File: src/rtl/selmon_pkg.sv
package selmon_pkg;
  localparam int WORD_W   = 16;
  localparam int TBL_AW   = 7;   // {address[4:0], t/r, sa[4]}
  localparam int TBL_SIZE = 1 << TBL_AW;
  localparam int ENTRY_N  = 4;

  typedef enum logic [2:0] {
    ST_IDLE, ST_LOOK, ST_COLL, ST_SKIP, ST_ENTRY, ST_DONE
  } mon_state_t;

  function automatic logic [TBL_AW-1:0] tbl_index(input logic [WORD_W-1:0] cw);
    return cw[15:9];
  endfunction

  function automatic logic [3:0] bit_index(input logic [WORD_W-1:0] cw);
    return cw[8:5];
  endfunction
endpackage

File: src/rtl/selmon_table.sv
module selmon_table #(
  parameter int DEPTH = 128,
  parameter int W     = 16,
  localparam int AW   = $clog2(DEPTH)
) (
  input  logic          clk,
  input  logic          we,
  input  logic [AW-1:0] waddr,
  input  logic [W-1:0]  wdata,
  input  logic          re,
  input  logic [AW-1:0] raddr,
  output logic [W-1:0]  rdata
);
  logic [W-1:0] mem [DEPTH];

  always_ff @(posedge clk) begin
    if (we) mem[waddr] <= wdata;
  end

  always_ff @(posedge clk) begin
    if (re) rdata <= mem[raddr];
  end
endmodule

File: src/rtl/selmon_ptr_pair.sv
module selmon_ptr_pair #(
  parameter int W     = 4,
  parameter int AMT_W = 3
) (
  input  logic               clk,
  input  logic               rst,
  input  logic               adv,
  input  logic               adv_area,
  input  logic [AMT_W-1:0]   amt,
  output logic [1:0][W-1:0]  ptrs,
  output logic               wrap
);
  logic [W:0] sum;
  assign sum = {1'b0, ptrs[adv_area]} + {{(W+1-AMT_W){1'b0}}, amt};

  for (genvar g = 0; g < 2; g++) begin : g_area
    logic [W-1:0] p_q;
    always_ff @(posedge clk) begin
      if (rst)                                p_q <= '0;
      else if (adv && adv_area == 1'(g))      p_q <= sum[W-1:0];
    end
    assign ptrs[g] = p_q;
  end

  always_ff @(posedge clk) begin
    if (rst) wrap <= 1'b0;
    else     wrap <= adv && sum[W];
  end


  hold_when_idle_chk: assert property (@(posedge clk) disable iff (rst)
    !adv |=> $stable(ptrs));


  wrap_only_on_adv_chk: assert property (@(posedge clk) disable iff (rst)
    wrap |-> $past(adv));
endmodule

File: src/rtl/selmon_filter.sv
module selmon_filter
  import selmon_pkg::*;
#(
  parameter int CMD_WORDS  = 16,
  parameter int DATA_WORDS = 64,
  parameter int MAX_DATA   = 32,
  localparam int CPW = $clog2(CMD_WORDS),
  localparam int DPW = $clog2(DATA_WORDS),
  localparam int DCW = $clog2(MAX_DATA + 1),
  localparam int OW  = (CPW > DPW) ? CPW : DPW,
  localparam int AW  = OW + 2
) (
  input  logic              clk,
  input  logic              rst,
  input  logic              cmd_valid,
  input  logic [15:0]       cmd_word,
  input  logic              data_valid,
  input  logic [15:0]       data_word,
  input  logic              msg_done,
  input  logic [15:0]       msg_status,
  input  logic [15:0]       time_tag,
  input  logic              tbl_we,
  input  logic [6:0]        tbl_addr,
  input  logic [15:0]       tbl_wdata,
  input  logic              area_sel,
  output logic              mem_we,
  output logic [AW-1:0]     mem_addr,
  output logic [15:0]       mem_wdata,
  output logic [CPW-1:0]    cmd_ptr,
  output logic [DPW-1:0]    data_ptr,
  output logic              cmd_wrap,
  output logic              data_wrap
);
  mon_state_t           st;
  logic [WORD_W-1:0]    cmd_r, stat_r, tt_r, tbl_q, entry_word;
  logic                 area_r, en_bit, adv, take_cmd;
  logic [DPW-1:0]       dstart;
  logic [DCW-1:0]       dcnt;
  logic [1:0]           k;
  logic [1:0][CPW-1:0]  cptrs;
  logic [1:0][DPW-1:0]  dptrs;

  assign take_cmd = cmd_valid && (st == ST_IDLE);
  assign adv      = (st == ST_DONE);
  assign en_bit   = tbl_q[bit_index(cmd_r)];

  selmon_table #(.DEPTH(TBL_SIZE), .W(WORD_W)) u_tbl (
    .clk(clk), .we(tbl_we), .waddr(tbl_addr), .wdata(tbl_wdata),
    .re(take_cmd), .raddr(tbl_index(cmd_word)), .rdata(tbl_q)
  );

  selmon_ptr_pair #(.W(CPW), .AMT_W(3)) u_cptr (
    .clk(clk), .rst(rst), .adv(adv), .adv_area(area_r), .amt(3'(ENTRY_N)),
    .ptrs(cptrs), .wrap(cmd_wrap)
  );

  selmon_ptr_pair #(.W(DPW), .AMT_W(DCW)) u_dptr (
    .clk(clk), .rst(rst), .adv(adv), .adv_area(area_r), .amt(dcnt),
    .ptrs(dptrs), .wrap(data_wrap)
  );

  assign cmd_ptr  = cptrs[area_sel];
  assign data_ptr = dptrs[area_sel];

  always_comb begin
    case (k)
      2'd0:    entry_word = stat_r;
      2'd1:    entry_word = tt_r;
      2'd2:    entry_word = 16'(dstart);
      default: entry_word = cmd_r;
    endcase
  end

  always_ff @(posedge clk) begin
    if (rst) begin
      st        <= ST_IDLE;
      mem_we    <= 1'b0;
      mem_addr  <= '0;
      mem_wdata <= '0;
      k         <= '0;
      dcnt      <= '0;
    end else begin
      mem_we <= 1'b0;
      case (st)
        ST_IDLE: if (take_cmd) begin
          cmd_r  <= cmd_word;
          area_r <= area_sel;
          st     <= ST_LOOK;
        end
        ST_LOOK: begin
          dcnt   <= '0;
          dstart <= dptrs[area_r];
          st     <= en_bit ? ST_COLL : ST_SKIP;
        end
        ST_COLL: begin
          if (msg_done) begin
            stat_r <= msg_status;
            tt_r   <= time_tag;
            k      <= '0;
            st     <= ST_ENTRY;
          end else if (data_valid) begin
            mem_we    <= 1'b1;
            mem_addr  <= {1'b1, area_r, OW'(dstart + DPW'(dcnt))};
            mem_wdata <= data_word;
            dcnt      <= dcnt + 1'b1;
          end
        end
        ST_SKIP: if (msg_done) st <= ST_IDLE;
        ST_ENTRY: begin
          mem_we    <= 1'b1;
          mem_addr  <= {1'b0, area_r, OW'(cptrs[area_r] + CPW'(k))};
          mem_wdata <= entry_word;
          k         <= k + 2'd1;
          if (k == 2'd3) st <= ST_DONE;
        end
        ST_DONE: st <= ST_IDLE;
        default: st <= ST_IDLE;
      endcase
    end
  end


  skip_is_quiet_chk: assert property (@(posedge clk) disable iff (rst)
    (st == ST_SKIP) |=> !mem_we);


  entry_words_adjacent_chk: assert property (@(posedge clk) disable iff (rst)
    (mem_we && !mem_addr[AW-1] && $past(mem_we) && !$past(mem_addr[AW-1]))
      |-> (mem_addr == $past(mem_addr) + 1'b1));


  data_words_adjacent_chk: assert property (@(posedge clk) disable iff (rst)
    (mem_we && mem_addr[AW-1] && $past(mem_we) && $past(mem_addr[AW-1]))
      |-> (mem_addr[DPW-1:0] == $past(mem_addr[DPW-1:0]) + 1'b1));


  ptr_moves_after_entry_chk: assert property (@(posedge clk) disable iff (rst)
    (cptrs != $past(cptrs)) |-> ($past(st) == ST_DONE));
endmodule

File: config.mk
export PLATFORM = sky130hd
export DESIGN_NAME = selmon_filter
export DESIGN_NICKNAME = d
export VERILOG_FILES = /design/src/rtl/selmon_pkg.sv /design/src/rtl/selmon_table.sv /design/src/rtl/selmon_ptr_pair.sv /design/src/rtl/selmon_filter.sv
export SDC_FILE = /design/constraint.sdc
export NUM_CORES = 2
export LEC_CHECK = 0
export ABC_AREA = 0
export BUFFER_PORTS_ARGS = -buffer_cell sky130_fd_sc_hd__buf_2
export CAP_MARGIN = 20
export CELL_PAD_IN_SITES_DETAIL_PLACEMENT = 0
export CELL_PAD_IN_SITES_GLOBAL_PLACEMENT = 2
export CORE_ASPECT_RATIO = 0.75
export CORE_MARGIN = 1
export CORE_UTILIZATION = 35
export CTS_BUF_LIST = sky130_fd_sc_hd__clkbuf_4 sky130_fd_sc_hd__clkbuf_8
export CTS_CLUSTER_DIAMETER = 80
export DETAILED_ROUTE_END_ITERATION = 8
export GPL_TIMING_DRIVEN = 0
export PLACE_DENSITY = 0.68
export SETUP_SLACK_MARGIN = 0.05
export SLEW_MARGIN = 0
export SYNTH_ARGS = -nofsm -noshare
export SYNTH_HDL_FRONTEND = slang
export SYNTH_SLANG_ARGS = --single-unit
File: constraint.sdc
create_clock -name clk -period 7.02 [get_ports clk]
set_input_delay 0.351 -clock clk [delete_from_list [all_inputs] [get_ports clk]]
set_output_delay 0.351 -clock clk [all_outputs]
set_load 0.01 [all_outputs]
==> flow_summary.json <==
{
  "cp.arrival_ns": 5.37,
  "postRouteAntennaNets": 0,
  "htree_levels": 5,
  "dr.pass1.iters": 5,
  "synth-edff-count": 2119,
  "cts_root_buf": "clkbuf_8",
  "clk_path_buf_depth": 4,
  "layout.cells.non_filler": 9027,
  "seq_power_share_pct": 54.7,
  "clk_latency_ns": 0.97,
  "power.total_mw": 26.3,
  "utilization_pct": 41.2,
  "synth_common_cells": "2119 x edfxtp_1, 1033 x mux2i_1, 458 x a22oi_1",
  "synth_async_sr_flop_share_pct": 0,
  "syn-cell-area_sq_um": 84900,
  "die_width_um": 571,
  "holdPathStages": 3,
  "dp.cells": 8339,
  "dieArea_sq_um": 245000,
  "drtIter0Drc": 5575,
  "die_y_um": 429,
  "fp.coreArea_sq_um": 241000,
  "place.gp.congestion": 0.876,
  "finalSetupViolations": 0,
  "leakagePower_nw": 34.5,
  "port_buffers": 125,
  "synth_most_common_cell": "edfxtp_1",
  "min_path_type": "in -> reg",
  "ir_worst_vdd_uv": 159,
  "fmax_mhz": 220,
  "nets": 5647,
  "fin_crit_sh_pct": 64.6,
  "placed_cell_area_sq_um": 92100,
  "fin_area_sq_um": 99400,
  "path_clk_slew_ns": 0.06,
  "antenna_found_initial": 17,
  "powerDensity_nw_per_um2": 265,
  "synth-main-ff-cell": "edfxtp_1",
  "cp.required_ns": 7.85,
  "area.growth.synth_to_final_pct": 17.1,
  "grt_pass1_vias": 46418,
  "yosys.area.top_type": "edfxtp_1",
  "drive_gt1_share_pct": 20.1,
  "tns_ns": 0,
  "synth-warning-count": 0,
  "worst-path-max-fanout": 10,
  "dp_slack_ns": 2.29,
  "ys_top_cells_by_area": "edfxtp_1 75%, mux2i_1 12%, a22oi_1 4.1%",
  "start_util_pct": 35.2,
  "synth_nets": 4963,
  "finalClockSkew_ns": 0.0857,
  "reg2reg_depth": 9,
  "wl_mm": 261,
  "cts_tree": "done",
  "postCtsSetupBuffers": 0,
  "grt_max_degree": 101,
  "synth_cell_types": 51,
  "via_count": 47554,
  "drv_cap": 0,
  "grt.total_usage_pct": 20.9,
  "ys_seq_elements": 2177,
  "intPower_mw": 20.2,
  "slew_headroom_pct": 12.7,
  "cp-end-kind": "register",
  "fp-row-count": 156,
  "worstMarginPinSlew_ns": 1.30,
  "hold_slack_ns": 0.0926,
  "final_hold_viol_count": 0,
  "p_switching_mw": 6.08,
  "overflow": 0,
  "crit_path_start_kind": "input pin",
  "pwr-share-comb_pct": 5.6,
  "cts_resized": 0,
  "grt_pass1_wl_mm": 359,
  "post_drt_wl_per_cell_um": 28.9,
  "avgSynthCellArea_sq_um": 17.5,
  "slew_violations": 0,
  "drc": 0,
  "syn_inst": 4846,
  "ios": 131,
  "min_period_ns": 4.54,
  "via_per_inst": 5.27,
  "worstSetupPathType": "in -> reg",
  "fin_ws_ns": 2.48,
  "rsz0062_at_grt": "false",
  "cts-buffers-inserted": 342,
  "yosysSeqAreaShare_pct": 76.3,
  "dp_hpwl_mm": 174,
  "synth_top_area_share_pct": 75.0,
  "clock-sinks": 2177,
  "outcome": "finished, final reports clean",
  "clkPwrFrac_pct": 39.7,
  "switching_share_pct": 23.1
}
-- worst paths after layout --
kind                                             start                              endpoint  slack [ns]
setup / recovery                          cmd_word[11]              u_tbl.rdata[7]$_DFFE_PN_        2.48
hold reg to reg   u_dptr.g_area[1].p_q[4]$_SDFFE_PP0P_  u_dptr.g_area[1].p_q[4]$_SDFFE_PP0P_        0.47
hold / removal                               cmd_valid              u_tbl.rdata[3]$_DFFE_PN_        0.09
setup reg to reg                      area_r$_DFFE_PP_  u_dptr.g_area[0].p_q[5]$_SDFFE_PP0P_        3.42
-- what timing repair did --
action / 4_1_cts / 5_1_grt
hold buffers: 85 / 0
endpoints found under the hold margin: 894 / 0
setup endpoints to repair: 0 / 0
-- final cells by class --
type,instances,area (sq um)
Antenna cell,10,25.0
Multi-Input combinational cell,2372,19000
Buffer,283,1390
Tap cell,3239,4050
Clock buffer,473,5750
Fill cell,21731,142000
Clock inverter,119,651
Timing Repair Buffer,340,3690
Sequential cell,2177,64800
Inverter,14,52.6
-- critical path: stages --
cell and delay (ns):
dlygate4sd3_1 0.56, buf_2 0.24, clkbuf_1 0.58, buf_2 0.47, buf_2 0.56, buf_2 0.44, mux2i_1 0.13, a22oi_1 0.58
nand4_1 0.17, nor3_1 1.00, or4_1 0.24
-- layer usage --
layer,share of wire [%],track usage (%),wire length (um),up-vias
met1,45,30.9,118000,24521
li1,-,-,-,20741
met4,2.3,5.15,5870,4
met2,43,30.3,112000,1960
met3,9.4,5.40,24400,328
met5,0.0088,0,23,-
-- cells by family (layout without fill, tap and decap cells) --
group	count (synthesis)	after routing	synth area share (%)
and+or+nand+nor	667	667	3.73
DFF	2177	2177	76.3
other	0	10	0
AOI/OAI and AO/OA	608	608	5.15
muxes	1058	1058	12.6
adders and majority gates	23	23	0.366
buffers and inverters	297	1229	1.69
xor gates and xnor gates	16	16	0.165
-- power groups by stage --
| stage | clock network [mW] | registers [mW] | logic (mW) |
|---|---|---|---|
| final | 10.4 | 14.4 | 1.48 |
| after global routing | 11.2 | 14.4 | 1.55 |
| after CTS | 10.6 | 14.4 | 1.47 |
| after detailed placement | 0 | 14.7 | 1.43 |
| after global placement | 0 | 14.7 | 1.35 |
| after floorplan | 0 | 14.7 | 0.638 |
-- state kept, by name, summed over array words and instances, names as in the netlist, 12 cells and up --
register / cells
cmd_r: 16
u_tbl.mem: 2048
tt_r: 16
u_dptr.g_area.p_q: 12
u_tbl.rdata: 16
stat_r: 16
mem_wdata: 16
-- cells in the final DEF, fill, tap and decap left out, types with 23 or more instances in the layout --
cell	instances
edfxtp_1	2119
mux2i_1	1033
a22oi_1	458
clkbuf_8	351
buf_2	314
nand2_1	212
clkbuf_4	123
nor2_2	113
a21oi_1	91
dlygate4sd3_1	85
nand3_1	81
clkinv_1	77
buf_8	71
nand4_1	68
nor3_1	67
dfxtp_1	58
clkbuf_1	51
nor2_1	48
buf_6	39
buf_16	26
buf_4	25
clkinv_2	23
No activity file was read; power rests on OpenSTA's default activity.
